$ cat config.mk
export PLATFORM = sky130hd
export DESIGN_NAME = alu32_core
export DESIGN_NICKNAME = d
export VERILOG_FILES = /design/src/rtl/alu32_pkg.sv /design/src/rtl/alu32_bsel.sv /design/src/rtl/alu32_logic.sv /design/src/rtl/alu32_ripple.sv /design/src/rtl/alu32_outmux.sv /design/src/rtl/alu32_core.sv
export SDC_FILE = /design/constraint.sdc
export NUM_CORES = 1
export LEC_CHECK = 0
export ABC_AREA = 1
export BUFFER_PORTS_ARGS = -buffer_cell sky130_fd_sc_hd__buf_2
export CAP_MARGIN = 10
export CORE_MARGIN = 2
export CORE_UTILIZATION = 45
export DETAILED_ROUTE_END_ITERATION = 6
export PLACE_DENSITY = 0.75
export SLEW_MARGIN = 20
export SYNTH_ARGS = -nofsm -noshare
export SYNTH_HDL_FRONTEND = slang
export SYNTH_SLANG_ARGS = --single-unit
export TNS_END_PERCENT = 5
$ cat constraint.sdc
create_clock -name vclk -period 22.4
set_input_delay 4.48 -clock vclk [all_inputs]
set_output_delay 4.48 -clock vclk [all_outputs]
set_load 0.05 [all_outputs]
$ cat src/rtl/alu32_pkg.sv
package alu32_pkg;
  typedef enum logic [1:0] {
    FN_AND   = 2'b00,
    FN_OR    = 2'b01,
    FN_ARITH = 2'b10,
    FN_NONE  = 2'b11
  } alu_fn_e;
endpackage

$ cat src/rtl/alu32_bsel.sv
module alu32_bsel #(
  parameter int W = 32
) (
  input  logic [W-1:0] b_raw,
  input  logic         inv,
  output logic [W-1:0] b_eff
);
  genvar i;
  generate
    for (i = 0; i < W; i++) begin : g_bit
      assign b_eff[i] = inv ? ~b_raw[i] : b_raw[i];
    end
  endgenerate

  always_comb begin

    r4_bsel_inv_chk: assert ((b_eff ^ b_raw) == {W{inv}})
      else $error("operand selector mismatch");
  end
endmodule

$ cat src/rtl/alu32_logic.sv
module alu32_logic #(
  parameter int W = 32
) (
  input  logic [W-1:0] x,
  input  logic [W-1:0] y,
  output logic [W-1:0] and_o,
  output logic [W-1:0] or_o
);
  assign and_o = x & y;
  assign or_o  = x | y;

  always_comb begin

    r1_and_subset_chk: assert ((and_o & ~or_o) == '0)
      else $error("and output not contained in or output");
  end
endmodule

$ cat src/rtl/alu32_ripple.sv
module alu32_ripple #(
  parameter int W = 32
) (
  input  logic [W-1:0] x,
  input  logic [W-1:0] y,
  input  logic         cin,
  output logic [W-1:0] sum,
  output logic         cout
);
  always_comb begin
    logic c;
    c = cin;
    for (int i = 0; i < W; i++) begin
      sum[i] = x[i] ^ y[i] ^ c;
      c      = (x[i] & y[i]) | (c & (x[i] ^ y[i]));
    end
    cout = c;
  end

  always_comb begin

    r3_ripple_sum_chk: assert ({cout, sum} == ({1'b0, x} + {1'b0, y} + {{W{1'b0}}, cin}))
      else $error("ripple adder disagrees with arithmetic sum");
  end
endmodule

$ cat src/rtl/alu32_outmux.sv
module alu32_outmux
  import alu32_pkg::*;
#(
  parameter int W = 32
) (
  input  alu_fn_e      fn,
  input  logic [W-1:0] and_i,
  input  logic [W-1:0] or_i,
  input  logic [W-1:0] sum_i,
  output logic [W-1:0] y
);
  always_comb begin
    unique case (fn)
      FN_AND:   y = and_i;
      FN_OR:    y = or_i;
      FN_ARITH: y = sum_i;
      default:  y = '0;
    endcase
  end
endmodule

$ cat src/rtl/alu32_core.sv
module alu32_core
  import alu32_pkg::*;
#(
  parameter int W = 32
) (
  input  logic [W-1:0] opa,
  input  logic [W-1:0] opb,
  input  logic         invert_b,
  input  logic         carry_in,
  input  logic [1:0]   op_sel,
  output logic [W-1:0] result,
  output logic         carry_out
);
  logic [W-1:0] b_sel;
  logic [W-1:0] and_v;
  logic [W-1:0] or_v;
  logic [W-1:0] sum_v;
  alu_fn_e      fn;

  assign fn = alu_fn_e'(op_sel);

  alu32_bsel #(.W(W)) u_bsel (
    .b_raw (opb),
    .inv   (invert_b),
    .b_eff (b_sel)
  );

  alu32_logic #(.W(W)) u_logic (
    .x     (opa),
    .y     (b_sel),
    .and_o (and_v),
    .or_o  (or_v)
  );

  alu32_ripple #(.W(W)) u_add (
    .x    (opa),
    .y    (b_sel),
    .cin  (carry_in),
    .sum  (sum_v),
    .cout (carry_out)
  );

  alu32_outmux #(.W(W)) u_mux (
    .fn    (fn),
    .and_i (and_v),
    .or_i  (or_v),
    .sum_i (sum_v),
    .y     (result)
  );

  always_comb begin

    r7_unused_zero_chk: assert (op_sel != 2'b11 || result == '0)
      else $error("unused select produced nonzero result");

    r5_borrow_chk: assert (!(invert_b && carry_in) || carry_out == (opa >= opb))
      else $error("subtract carry does not match unsigned compare");

    r6_and_inv_chk: assert (op_sel != 2'b00 || !invert_b || (result & opb) == '0)
      else $error("inverted AND overlaps opb");

    r2_or_cover_chk: assert (op_sel != 2'b01 || (result & opa) == opa)
      else $error("OR result drops bits of opa");
  end
endmodule

### Word-level counts from Yosys, hierarchy flattened

Cells that the tools add are included.

* register bits after elaboration: 0
* bits of input ports: 68

* equal/unequal tests: 2
* muxes and demuxes: 33
* bitwise operators: 194
* reductions and logical operators: 1

Operator list (number)
* case mux 32 bit (3 select lines): 1
* AND 1 bit: 64
* XOR 1 bit: 64
* AND 32 bit: 1
* two-way mux 1 bit: 32
* NOT 1 bit: 32
* OR 1 bit: 32
* OR 32 bit: 1
* == test 2 x 1 -> 1 bit (second input constant): 1
* == test 2 bit (second input constant): 1
* zero test 2 bit: 1

### Depth between registers and ports, before layout

* depth after elaboration: 67
* depth in mapped cells: 39
* mapped depth without buffers: 37

### Cells and area by module

A second synthesis with hierarchy kept.

* cells, all modules: 486
* area, all modules: 2657.5 um2

Modules (own cells, without submodules)
* alu32_outmux: instances 1, cells an instance 148, area an instance 782.0 um2
* alu32_ripple: instances 1, cells an instance 42, area an instance 678.2 um2
* alu32_logic: instances 1, cells an instance 160, area an instance 600.6 um2
* alu32_bsel: instances 1, cells an instance 136, area an instance 596.8 um2

### Worst setup path after synthesis

OpenSTA, ideal clock, no wires.

* path type: input to output
* from: input invert_b
* to: output result[31]
* arrival: 18.443 ns
* data required time: 17.920 ns
* slack: -0.523 ns
* stages: 39
* cells stage by stage: buf_6 > buf_12 > xnor2_2 > inv_1 > fa_1 > fa_1 > fa_1 > fa_1 > fa_1 > fa_1 > fa_1 > fa_1 > fa_1 > fa_1 > fa_1 > fa_1 > fa_1 > fa_1 > (+3 left out) > fa_1 > fa_1 > fa_1 > fa_1 > fa_1 > fa_1 > fa_1 > fa_1 > fa_1 > fa_1 > fa_1 > fa_1 > inv_1 > fa_1 > fa_1 > fa_1 > nand3b_1 > nand3_1

* word-level cells in the longest chain between the ends: 66
* elaborated cells between the ends (all ways): 161

RTL lines
* from (decl): line alu32_core.sv:8 `input logic invert_b,`
* two-way mux 1 bit: line alu32_bsel.sv:11 `assign b_eff[i] = inv ? ~b_raw[i] : b_raw[i];`
* XOR 1 bit: line alu32_ripple.sv:15 `c = (x[i] & y[i]) | (c & (x[i] ^ y[i]));`
* AND 1 bit: line alu32_ripple.sv:15
* OR 1 bit: line alu32_ripple.sv:15
* AND 1 bit: line alu32_ripple.sv:15
* OR 1 bit: line alu32_ripple.sv:15
* AND 1 bit: line alu32_ripple.sv:15
* OR 1 bit: line alu32_ripple.sv:15
* (+50 left out)
* AND 1 bit: line alu32_ripple.sv:15
* OR 1 bit: line alu32_ripple.sv:15
* AND 1 bit: line alu32_ripple.sv:15
* OR 1 bit: line alu32_ripple.sv:15
* AND 1 bit: line alu32_ripple.sv:15
* OR 1 bit: line alu32_ripple.sv:15
* XOR 1 bit: line alu32_ripple.sv:14 `sum[i] = x[i] ^ y[i] ^ c;`
* case mux 32 bit (3 select lines) (*): line alu32_outmux.sv:13 `unique case (fn)`
* to (decl): line alu32_core.sv:11 `output logic [W-1:0] result,`

Every way passes the cells marked *; elsewhere a longest branch is shown, timed or not.

### Worst setup path in the final report

Ends and elaborated chain as after synthesis.

==> run metrics <==
CP startpoint=invert_b; postcts setup bufs=0; final wirelength=between 6000 and 7000 µm; top cell type's share of synthesized area=between 20% and 30%; DRT Pass-1 Iters=4; min-delay src=opa[31]; fin crit share=97.8%; Final Hold Fails=0; Via-to-Cell Ratio=approximately 4.8; Area Overhead vs Synth=17.7%; Post-Syn Area per Cell=about 8.7 µm²; DRC=0; Synth top cells by count=68 x inv_1, 64 x ha_1, 64 x nand3_1; Final Power=114 µW; largest area contributor in the netlist=ha_1; die area=7400 µm²; HP Class=in -> out; GRT Total Usage=17.3%; setup TNS=0 ns; CP Capture Type=output port; sequential cell area fraction in the yosys report=0%; final setup violation count=0; Final #Nets=601; placed cell areas=3520 µm²; Hold WS=approximately 9.5 ns; Max Cap Violations=0; Avg WL per Cell=12.6 µm; post-route cell area=3560 µm²; worst-path maximum fanout=2; first-pass GRT wire length=10,900 µm; Horiz. Die Dim=86.0 µm; post-synth cell types=15; Rel. slew slack=46.0%; Slowest-stage cell, CP=fa_1; total leakage power=1.99 nW; Register Area=0 µm²; post-synthesis cell count=349; n_diodes=0; row count=29; maximum number of pins on one net before global-route repair=35; cell with the most instances after synthesis=inv_1; Yosys Warn Count=0; GP Congestion=a little under 0.8; startpoint types=input pin; kind of critical path=in -> out; fmax=45.6 MHz; seq_cells=0; vias in the first global route=2,550; PD cells=approximately 32 nW/µm²; CP endpoint=result[31]; Routed Antenna Nets=0; Crit path required time=17.92 ns; Die H=between 80 and 90 µm; antenna violations before repair=0; core area=6420 µm²; Initial Utilization=47.1%; Mapped Area=approximately 3000 µm²; DP HPWL=around 5000 µm; status=finished clean; Max Slew Vio Count=0; Worst-Margin Slew=0.811 ns; unrepaired setup endpoints after global routing=no; detailed-route via count=about 2,500; port bufs=101; Top cell by count, worst path=fa_2; Overflow after GRT=0; Top Ports=101; share of cells above drive strength 1=between 30% and 40%; post-CTS resize count=10; Critical Path AT=17.43 ns; pre-CTS setup slack=-0.495 ns; largest cells by area after synthesis=ha_1 26%, fa_1 21%, xnor2_2 11%; min Tclk post-route=between 20 and 25 ns; hold path cells=5; syn nets=between 500 and 600; hold buffers post-CTS=0; Worst VDD drop=0.0000184 V; largest stage delay on the critical path=0.43 ns; CLK BUF=0; worst setup margin=0.488 ns; Initial DRC Count=51
==> final cells by class <==
type               count  area (µm²)
inverters             71         267
fillers              627        2860
repair buffers       107         557
multi-input cells    257        2650
well taps             77        96.3
==> routing by layer <==
layer	share of wire [%]	global-route usage, %	up-vias	wire [µm]
met1	40	20.1	1188	2610
met2	54	35.0	57	3490
met4	0.51	1.01	0	33
met3	5.1	1.83	4	330
li1	-	-	1228	-
met5	0	0	-	0
==> where the power goes <==
part	leakage (nW)	internal [mW]	switching [mW]
clock network	0	0	0
registers	0	0	0
logic	1.99	0.0400	0.0745
==> worst max-delay path, delay by kind of cell <==
family                     cells  cell delay, ns
adders and majority gates     32           11.99
buffers and inverters          4            0.46
and+or+nand+nor                2            0.31
xor gates and xnor gates       1            0.18
==> logic make-up after synthesis <==
kind of cell	count (synthesis)	synth area share (%)
fa+ha+maj	96	47.6
xor+xnor	32	14.2
buf+inv	92	15.0
simple gates	129	23.1
==> worst min-delay path by stage <==
stage	to	slack, ns
after CTS	result[31]	9.50
after detailed placement	result[29]	9.57
after global placement	carry_out	9.56
final	result[31]	9.49
after global routing	result[31]	9.54
after floorplan	result[31]	9.33
==> per-stage QoR <==
stage | util [%] | cells
finish | 55.5 | 512
global route | 55.5 | 512
CTS | 55.2 | 512
detailed placement | 54.8 | 512
global placement | 54.8 | 512
floorplan | - | 349
==> cells in the final DEF (no fill, tap or decap), drive strengths merged <==
cell | synthesis | layout
buf | 21 | 107
inv | 71 | 71
ha | 64 | 64
nand3 | 64 | 64
nand3b | 32 | 32
nand2 | 32 | 32
fa | 32 | 32
xnor2 | 32 | 32
nor2 | 1 | 1
Power figures use the tool's default switching activity.
